File: src/rtl/irqlat_pkg.sv
package irqlat_pkg;
    localparam int PORT_W  = 8;
    localparam int N_PORTS = 2;

    localparam logic [3:0] DW_IN  = 4'h0;
    localparam logic [3:0] DW_OUT = 4'h1;
    localparam logic [3:0] DW_REV = 4'hD;
    localparam logic [3:0] DW_CSR = 4'hE;

    localparam int CSR_POL_BIT  = 6;
    localparam int CSR_EN_BIT   = 12;
    localparam int CSR_PEND_BIT = 17;
    localparam int CSR_MISS_BIT = 23;
    localparam int CTL_LAT_BIT  = 29;
    localparam int CTL_POL_BIT  = 30;

    typedef enum logic [1:0] {
        MODE_RISE_LIVE  = 2'b00,
        MODE_RISE_FREEZE = 2'b01,
        MODE_FALL_LIVE  = 2'b10,
        MODE_FALL_FREEZE = 2'b11
    } edge_mode_t;

    typedef struct packed {
        logic en;
        logic pol;
        logic latch;
        logic pend;
        logic miss;
    } ctl_state_t;

    function automatic logic [31:0] csr_word(input ctl_state_t s);
        logic [31:0] w;
        w = '0;
        w[CSR_POL_BIT]  = s.pol;
        w[CSR_EN_BIT]   = s.en;
        w[CSR_PEND_BIT] = s.pend;
        w[CSR_MISS_BIT] = s.miss;
        return w;
    endfunction

    function automatic logic [7:0] ctrl_byte(input ctl_state_t s);
        edge_mode_t m;
        m = edge_mode_t'({s.pol, s.latch});
        return {1'b0, m, 5'b0};
    endfunction

    function automatic logic [31:0] rev_word(input logic [7:0] c2, input logic [7:0] c3);
        return {c3, c2, 8'h30, 8'h41};
    endfunction
endpackage

File: src/rtl/irqlat_sync.sv
module irqlat_sync #(
    parameter int W      = 1,
    parameter int STAGES = 2
) (
    input  logic         clk,
    input  logic         rst,
    input  logic [W-1:0] d,
    output logic [W-1:0] q
);
    logic [STAGES-1:0][W-1:0] stg;

    always_ff @(posedge clk) begin
        if (rst) begin
            stg <= '0;
        end else begin
            stg[0] <= d;
            for (int i = 1; i < STAGES; i++) stg[i] <= stg[i-1];
        end
    end

    assign q = stg[STAGES-1];
endmodule

File: src/rtl/irqlat_edge.sv
module irqlat_edge (
    input  logic clk,
    input  logic rst,
    input  logic lvl,
    input  logic fall_sel,
    output logic hit
);
    logic prev_q;

    always_ff @(posedge clk) begin
        if (rst) prev_q <= 1'b0;
        else     prev_q <= lvl;
    end

    always_comb begin
        if (fall_sel) hit = prev_q & ~lvl;
        else          hit = ~prev_q & lvl;
    end
endmodule

File: src/rtl/irqlat_capture.sv
module irqlat_capture #(
    parameter int W = 16
) (
    input  logic         clk,
    input  logic         rst,
    input  logic         cap,
    input  logic [W-1:0] d,
    output logic [W-1:0] q
);
    always_ff @(posedge clk) begin
        if (rst)      q <= '0;
        else if (cap) q <= d;
    end

    AST_HOLD_WITHOUT_CAPTURE: assert property (@(posedge clk) disable iff (rst)
        !cap |=> $stable(q));
endmodule

File: src/rtl/irqlat_csr.sv
module irqlat_csr
    import irqlat_pkg::*;
(
    input  logic        clk,
    input  logic        rst,
    input  logic        wr,
    input  logic [3:0]  dw,
    input  logic [3:0]  be,
    input  logic [31:0] wdata,
    input  logic        hit,
    output logic        accept,
    output ctl_state_t  st
);
    logic en_q, pol_q, lat_q, pend_q, miss_q;
    logic wr_ctl, wr_b0, wr_b1, wr_b2;
    logic clr_pend, clr_miss, lost;

    assign wr_ctl = wr && (dw == DW_IN)  && be[3];
    assign wr_b0  = wr && (dw == DW_CSR) && be[0];
    assign wr_b1  = wr && (dw == DW_CSR) && be[1];
    assign wr_b2  = wr && (dw == DW_CSR) && be[2];

    assign clr_pend = wr_b2 && wdata[CSR_PEND_BIT];
    assign clr_miss = wr_b2 && wdata[CSR_MISS_BIT];
    assign accept   = hit && en_q && !pend_q;
    assign lost     = hit && en_q && pend_q;

    always_ff @(posedge clk) begin
        if (rst) begin
            en_q   <= 1'b0;
            pol_q  <= 1'b0;
            lat_q  <= 1'b0;
            pend_q <= 1'b0;
            miss_q <= 1'b0;
        end else begin
            if (wr_ctl) begin
                pol_q <= wdata[CTL_POL_BIT];
                lat_q <= wdata[CTL_LAT_BIT];
            end else if (wr_b0) begin
                pol_q <= wdata[CSR_POL_BIT];
            end
            if (wr_b1) en_q <= wdata[CSR_EN_BIT];
            pend_q <= (pend_q & ~clr_pend) | accept;
            miss_q <= (miss_q & ~clr_miss) | lost;
        end
    end

    always_comb begin
        st.en    = en_q;
        st.pol   = pol_q;
        st.latch = lat_q;
        st.pend  = pend_q;
        st.miss  = miss_q;
    end

    AST_PEND_NEEDS_EDGE: assert property (@(posedge clk) disable iff (rst)
        $rose(pend_q) |-> $past(hit));
    AST_PEND_NEEDS_EN: assert property (@(posedge clk) disable iff (rst)
        $rose(pend_q) |-> $past(en_q));
    AST_MISS_NEEDS_PEND: assert property (@(posedge clk) disable iff (rst)
        $rose(miss_q) |-> ($past(pend_q) && pend_q));
    AST_PEND_FALL_BY_CLEAR: assert property (@(posedge clk) disable iff (rst)
        $fell(pend_q) |-> $past(wr && be[2] && wdata[CSR_PEND_BIT] && dw == DW_CSR));
endmodule

File: src/rtl/irqlat_top.sv
module irqlat_top
    import irqlat_pkg::*;
#(
    parameter int         SYNC_STAGES = 2,
    parameter logic [7:0] REV_C2      = 8'h31,
    parameter logic [7:0] REV_C3      = 8'h32
) (
    input  logic        clk,
    input  logic        rst,
    input  logic [5:0]  bus_addr,
    input  logic [31:0] bus_wdata,
    input  logic [3:0]  bus_be,
    input  logic        bus_wr,
    input  logic        bus_rd,
    output logic [31:0] bus_rdata,
    input  logic        ext_irq,
    input  logic [7:0]  in_a,
    input  logic [7:0]  in_b,
    output logic [7:0]  out_a,
    output logic [7:0]  out_b,
    output logic        irq_out
);
    localparam int IN_W = PORT_W * N_PORTS;

    logic [3:0]                    dw;
    logic                          irq_s, hit, accept;
    logic [IN_W-1:0]               in_s, in_cap, in_view;
    logic [N_PORTS-1:0][PORT_W-1:0] out_q;
    ctl_state_t                    st;
    logic [31:0]                   rd_mux;

    assign dw = bus_addr[5:2];

    irqlat_sync #(.W(1), .STAGES(SYNC_STAGES)) u_irq_sync (
        .clk(clk), .rst(rst), .d(ext_irq), .q(irq_s));

    irqlat_sync #(.W(IN_W), .STAGES(SYNC_STAGES)) u_in_sync (
        .clk(clk), .rst(rst), .d({in_b, in_a}), .q(in_s));

    irqlat_edge u_edge (
        .clk(clk), .rst(rst), .lvl(irq_s), .fall_sel(st.pol), .hit(hit));

    irqlat_csr u_csr (
        .clk(clk), .rst(rst), .wr(bus_wr), .dw(dw), .be(bus_be),
        .wdata(bus_wdata), .hit(hit), .accept(accept), .st(st));

    irqlat_capture #(.W(IN_W)) u_cap (
        .clk(clk), .rst(rst), .cap(accept && st.latch), .d(in_s), .q(in_cap));

    assign in_view = st.latch ? in_cap : in_s;

    for (genvar g = 0; g < N_PORTS; g++) begin : g_out
        always_ff @(posedge clk) begin
            if (rst)
                out_q[g] <= '0;
            else if (bus_wr && dw == DW_OUT && bus_be[g])
                out_q[g] <= bus_wdata[g*8 +: PORT_W];
        end
    end

    assign out_a   = out_q[0];
    assign out_b   = out_q[1];
    assign irq_out = st.pend & st.en;

    always_comb begin
        rd_mux = '0;
        case (dw)
            DW_IN:   rd_mux = {ctrl_byte(st), 8'h00, in_view};
            DW_OUT:  rd_mux = {16'h0000, out_q};
            DW_REV:  rd_mux = rev_word(REV_C2, REV_C3);
            DW_CSR:  rd_mux = csr_word(st);
            default: rd_mux = '0;
        endcase
    end

    always_ff @(posedge clk) begin
        if (rst)         bus_rdata <= '0;
        else if (bus_rd) bus_rdata <= rd_mux;
    end

    AST_IRQ_NEEDS_ENABLE: assert property (@(posedge clk) disable iff (rst)
        irq_out |-> st.en);
endmodule

File: config.mk
export PLATFORM = sky130hd
export DESIGN_NAME = irqlat_top
export DESIGN_NICKNAME = d
export VERILOG_FILES = /design/src/rtl/irqlat_pkg.sv /design/src/rtl/irqlat_sync.sv /design/src/rtl/irqlat_edge.sv /design/src/rtl/irqlat_capture.sv /design/src/rtl/irqlat_csr.sv /design/src/rtl/irqlat_top.sv
export SDC_FILE = /design/constraint.sdc
export NUM_CORES = 1
export LEC_CHECK = 0
export BUFFER_PORTS_ARGS = -buffer_cell sky130_fd_sc_hd__buf_2
export CAP_MARGIN = 20
export CORE_MARGIN = 4
export CORE_UTILIZATION = 46
export DETAILED_ROUTE_END_ITERATION = 8
export PLACE_DENSITY = 0.75
export SETUP_SLACK_MARGIN = 0.1
export SYNTH_ARGS = -nofsm -noshare
export SYNTH_HDL_FRONTEND = slang
export SYNTH_SLANG_ARGS = --single-unit
File: constraint.sdc
create_clock -name clk -period 1.5 [get_ports clk]
set_clock_uncertainty 0.05 [all_clocks]
set_input_delay 0.3 -clock clk [delete_from_list [all_inputs] [get_ports clk]]
set_output_delay 0.3 -clock clk [all_outputs]
set_load 0.05 [all_outputs]
==> metrics.yaml <==
synth:
  synth_top_area_share_pct: 50.68
  synth_top_cells_by_area: "dfxtp_1, mux2i_1, nor2b_1, nor2_1, a21oi_1"
  yosysUniqueCellTypes: 40
  synth.largest_area_cell: "dfxtp_1"
  synth-seq-cells: 93
  syn_inst: 359
  async_reset_ff_share_pct: 0
  postSynthAreaPerCell_um2: 10.23
  yosys_warnings: 0
  synth_edf_count: 0
  synth_ff_type: "dfxtp_1"
  ys_seq_area_share_pct: 50.68
  yosysMostFrequentCell: "dfxtp_1"
  synthTopCellsByCount: "dfxtp_1, mux2i_1, nor2_1"
  netlist_area_um2: 3674
status:
  violations: "negative setup slack"
  status: "complete, but fails checks"
drt:
  via_count: 2768
  drtIter0Drc: 124
  drt-total-wl_mm: 7.880
  wl_per_cell_um: 14.02
  viasPerCell: 4.925
  drt-pass1-iter-count: 4
  drcViolationCount: 0
  antenna_left: 0
timing:
  hold_viol: 0
  period_share_pct: 104.0
  setup_viol: 16
  setup_ws_ns: -0.06067
  fin_setup_tns_ns: -0.5516
  fin_crit_ns: 1.561
  rsz0062_at_grt: "yes"
  fmax_mhz: 640.7
  report.final.slew_viol_count: 0
floorplan:
  rows: 32
  initial_core_util_pct: 47.54
  die_y_um: 97.37
  die_x_um: 97.37
  die_area_um2: 9480
  io_pins: 112
  coreArea_um2: 7727
worst_setup_path:
  cp_data_arrival_time_ns: 1.75
  path_max_fanout: 8
  cp-start-kind: "register"
  crit_type: "register to register"
  cp-end-kind: "register"
  crit_required_ns: 1.69
cts:
  h-tree-depth: 3
  tritoncts: "yes"
  cts-root-buf: "clkbuf_8"
  clkLatencyLatePin_ns: 0.35
  cts_max_path_buffers: 2
  clkSinkCount: 93
  cts-hold-fix-buffers: 0
  cts_made_buffers: 9
  clk_pin_slew_worst_paths_ns: 0.09
global_routing:
  grt_pass1_vias: 2841
  antenna_found_initial: 0
  grt_start_max_net_pins: 52
  use_met3_pct: 3.374
  grt_pass1_wl_mm: 12.93
  grt_overflow: 0
  grtUsageTotal_pct: 16.66
  use_met2_pct: 27.20
  grt_util_met1_pct: 20.79
  top_usage_layer: "met2"
final_layout:
  finalInstanceArea_um2: 4617
  area_growth_pct: 25.68
  drive_above_1_share_pct: 33.04
  num-nets-final: 518
  antenna_cells: 0
  fin_cells: 562
place:
  dp_hpwl_mm: 5.625
  place_area_um2: 4329
  gp_congestion: 0.7833
  port_buffers: 90
  placedCellCount: 543
flow_run:
  maxCapViolCount: 0
power_and_ir_drop:
  p_leak_nw: 1.894
  vdd_drop_max_mv: 0.5881
  power.density_nw_per_um2: 947.0
hold_path:
  hp-class: "input port to register"
-- path summary, 6_finish.rpt --
check,startpoint,endpoint,slack (ns),cells past startpoint
max,u_edge.prev_q,u_cap.q[5],-0.06,6
min,in_b[2],u_in_sync.stg[10],0.10,2
max reg2reg,u_edge.prev_q,u_cap.q[5],-0.06,6
min reg2reg,u_in_sync.stg[15],u_in_sync.q[15],0.39,1
-- worst max-delay path: stages (launching register included) --
cell     delay [ns]
dfxtp_1        0.32
or3b_4         0.41
a21oi_4        0.14
buf_4          0.15
buf_16         0.13
mux2i_1        0.20
nor2_1         0.05
-- state kept, by name (all words and copies together), names as in the netlist --
signal / count
u_csr.en_q: 1
u_csr.miss_q: 1
u_csr.lat_q: 1
u_in_sync.q: 16
u_edge.prev_q: 1
bus_rdata: 21
u_in_sync.stg: 16
u_csr.pol_q: 1
u_cap.q: 16
out_a: 8
u_irq_sync.q: 1
out_b: 8
u_irq_sync.stg: 1
u_csr.pend_q: 1
-- timing repair --
item                                    4_1_cts  5_1_grt
cloned                                        1        0
pin swaps                                     1        0
buffers inserted                              2        0
gates resized for setup                      13       22
endpoints found under the setup margin       23       35
-- where the power goes --
part / internal [mW] / switching, mW / total (mW) / leakage [nW]
sequential: 2.51 / 0.0201 / 2.53 / 0.760
combinational: 0.141 / 0.204 / 0.345 / 1.05
clock: 0.648 / 0.845 / 1.49 / 0.0815
total: 3.30 / 1.07 / 4.37 / 1.89
-- layer usage --
layer | up-vias | part of all wire [%] | wire length (µm)
met5 | - | 0 | 0
met3 | 10 | 5.3 | 421
li1 | 1393 | - | -
met4 | 0 | 2.1 | 167
met1 | 1288 | 46 | 3596
met2 | 77 | 47 | 3695
-- placed cells by master (no fill, tap or decap), drive strengths merged, types with 2 or more instances in the layout --
cell,instances
a21oi,22
a22o,5
and2,2
and2b,8
and3,3
buf,109
clkbuf,16
clkinv,2
clkinvlp,3
conb,7
dfxtp,93
mux2i,51
nand2,3
nand2b,5
nand3,6
nand3b,2
nor2,51
nor2b,41
o221ai,2
o22ai,2
o2bb2ai,12
-- per-stage QoR --
step	setup WS [ns]	utilization (%)	hold WS (ns)	power, mW
finish	-0.06067	59.75	0.1046	4.372
global route	-0.1457	59.75	0.09435	4.534
CTS	-0.03882	59.23	0.08664	4.408
detailed placement	-0.1163	56.02	0.3704	2.935
global placement	-0.1023	56.02	0.3705	2.929
floorplan	-0.08369	-	0.3638	2.820
-- logic make-up after synthesis --
logic type             count (synthesis)  synth area share (%)
AND/OR/NAND/NOR                      130                 19.21
multiplexers                          51                 13.90
AO/OA/AOI/OAI                         48                 9.333
other                                  1                0.1021
flip-flops                            93                 50.68
buffers and inverters                 35                 6.539
XOR/XNOR                               1                0.2385
-- layout make-up --
cell class / count / area [µm²]
timing repair buffer: 114 / 765.7
clock inverter: 5 / 36.28
multi-input combinational: 237 / 1674
fill: 653 / 3110
sequential: 93 / 1872
clock buffer: 11 / 141.4
tap: 102 / 127.6
(Power assumes the default switching activity.)
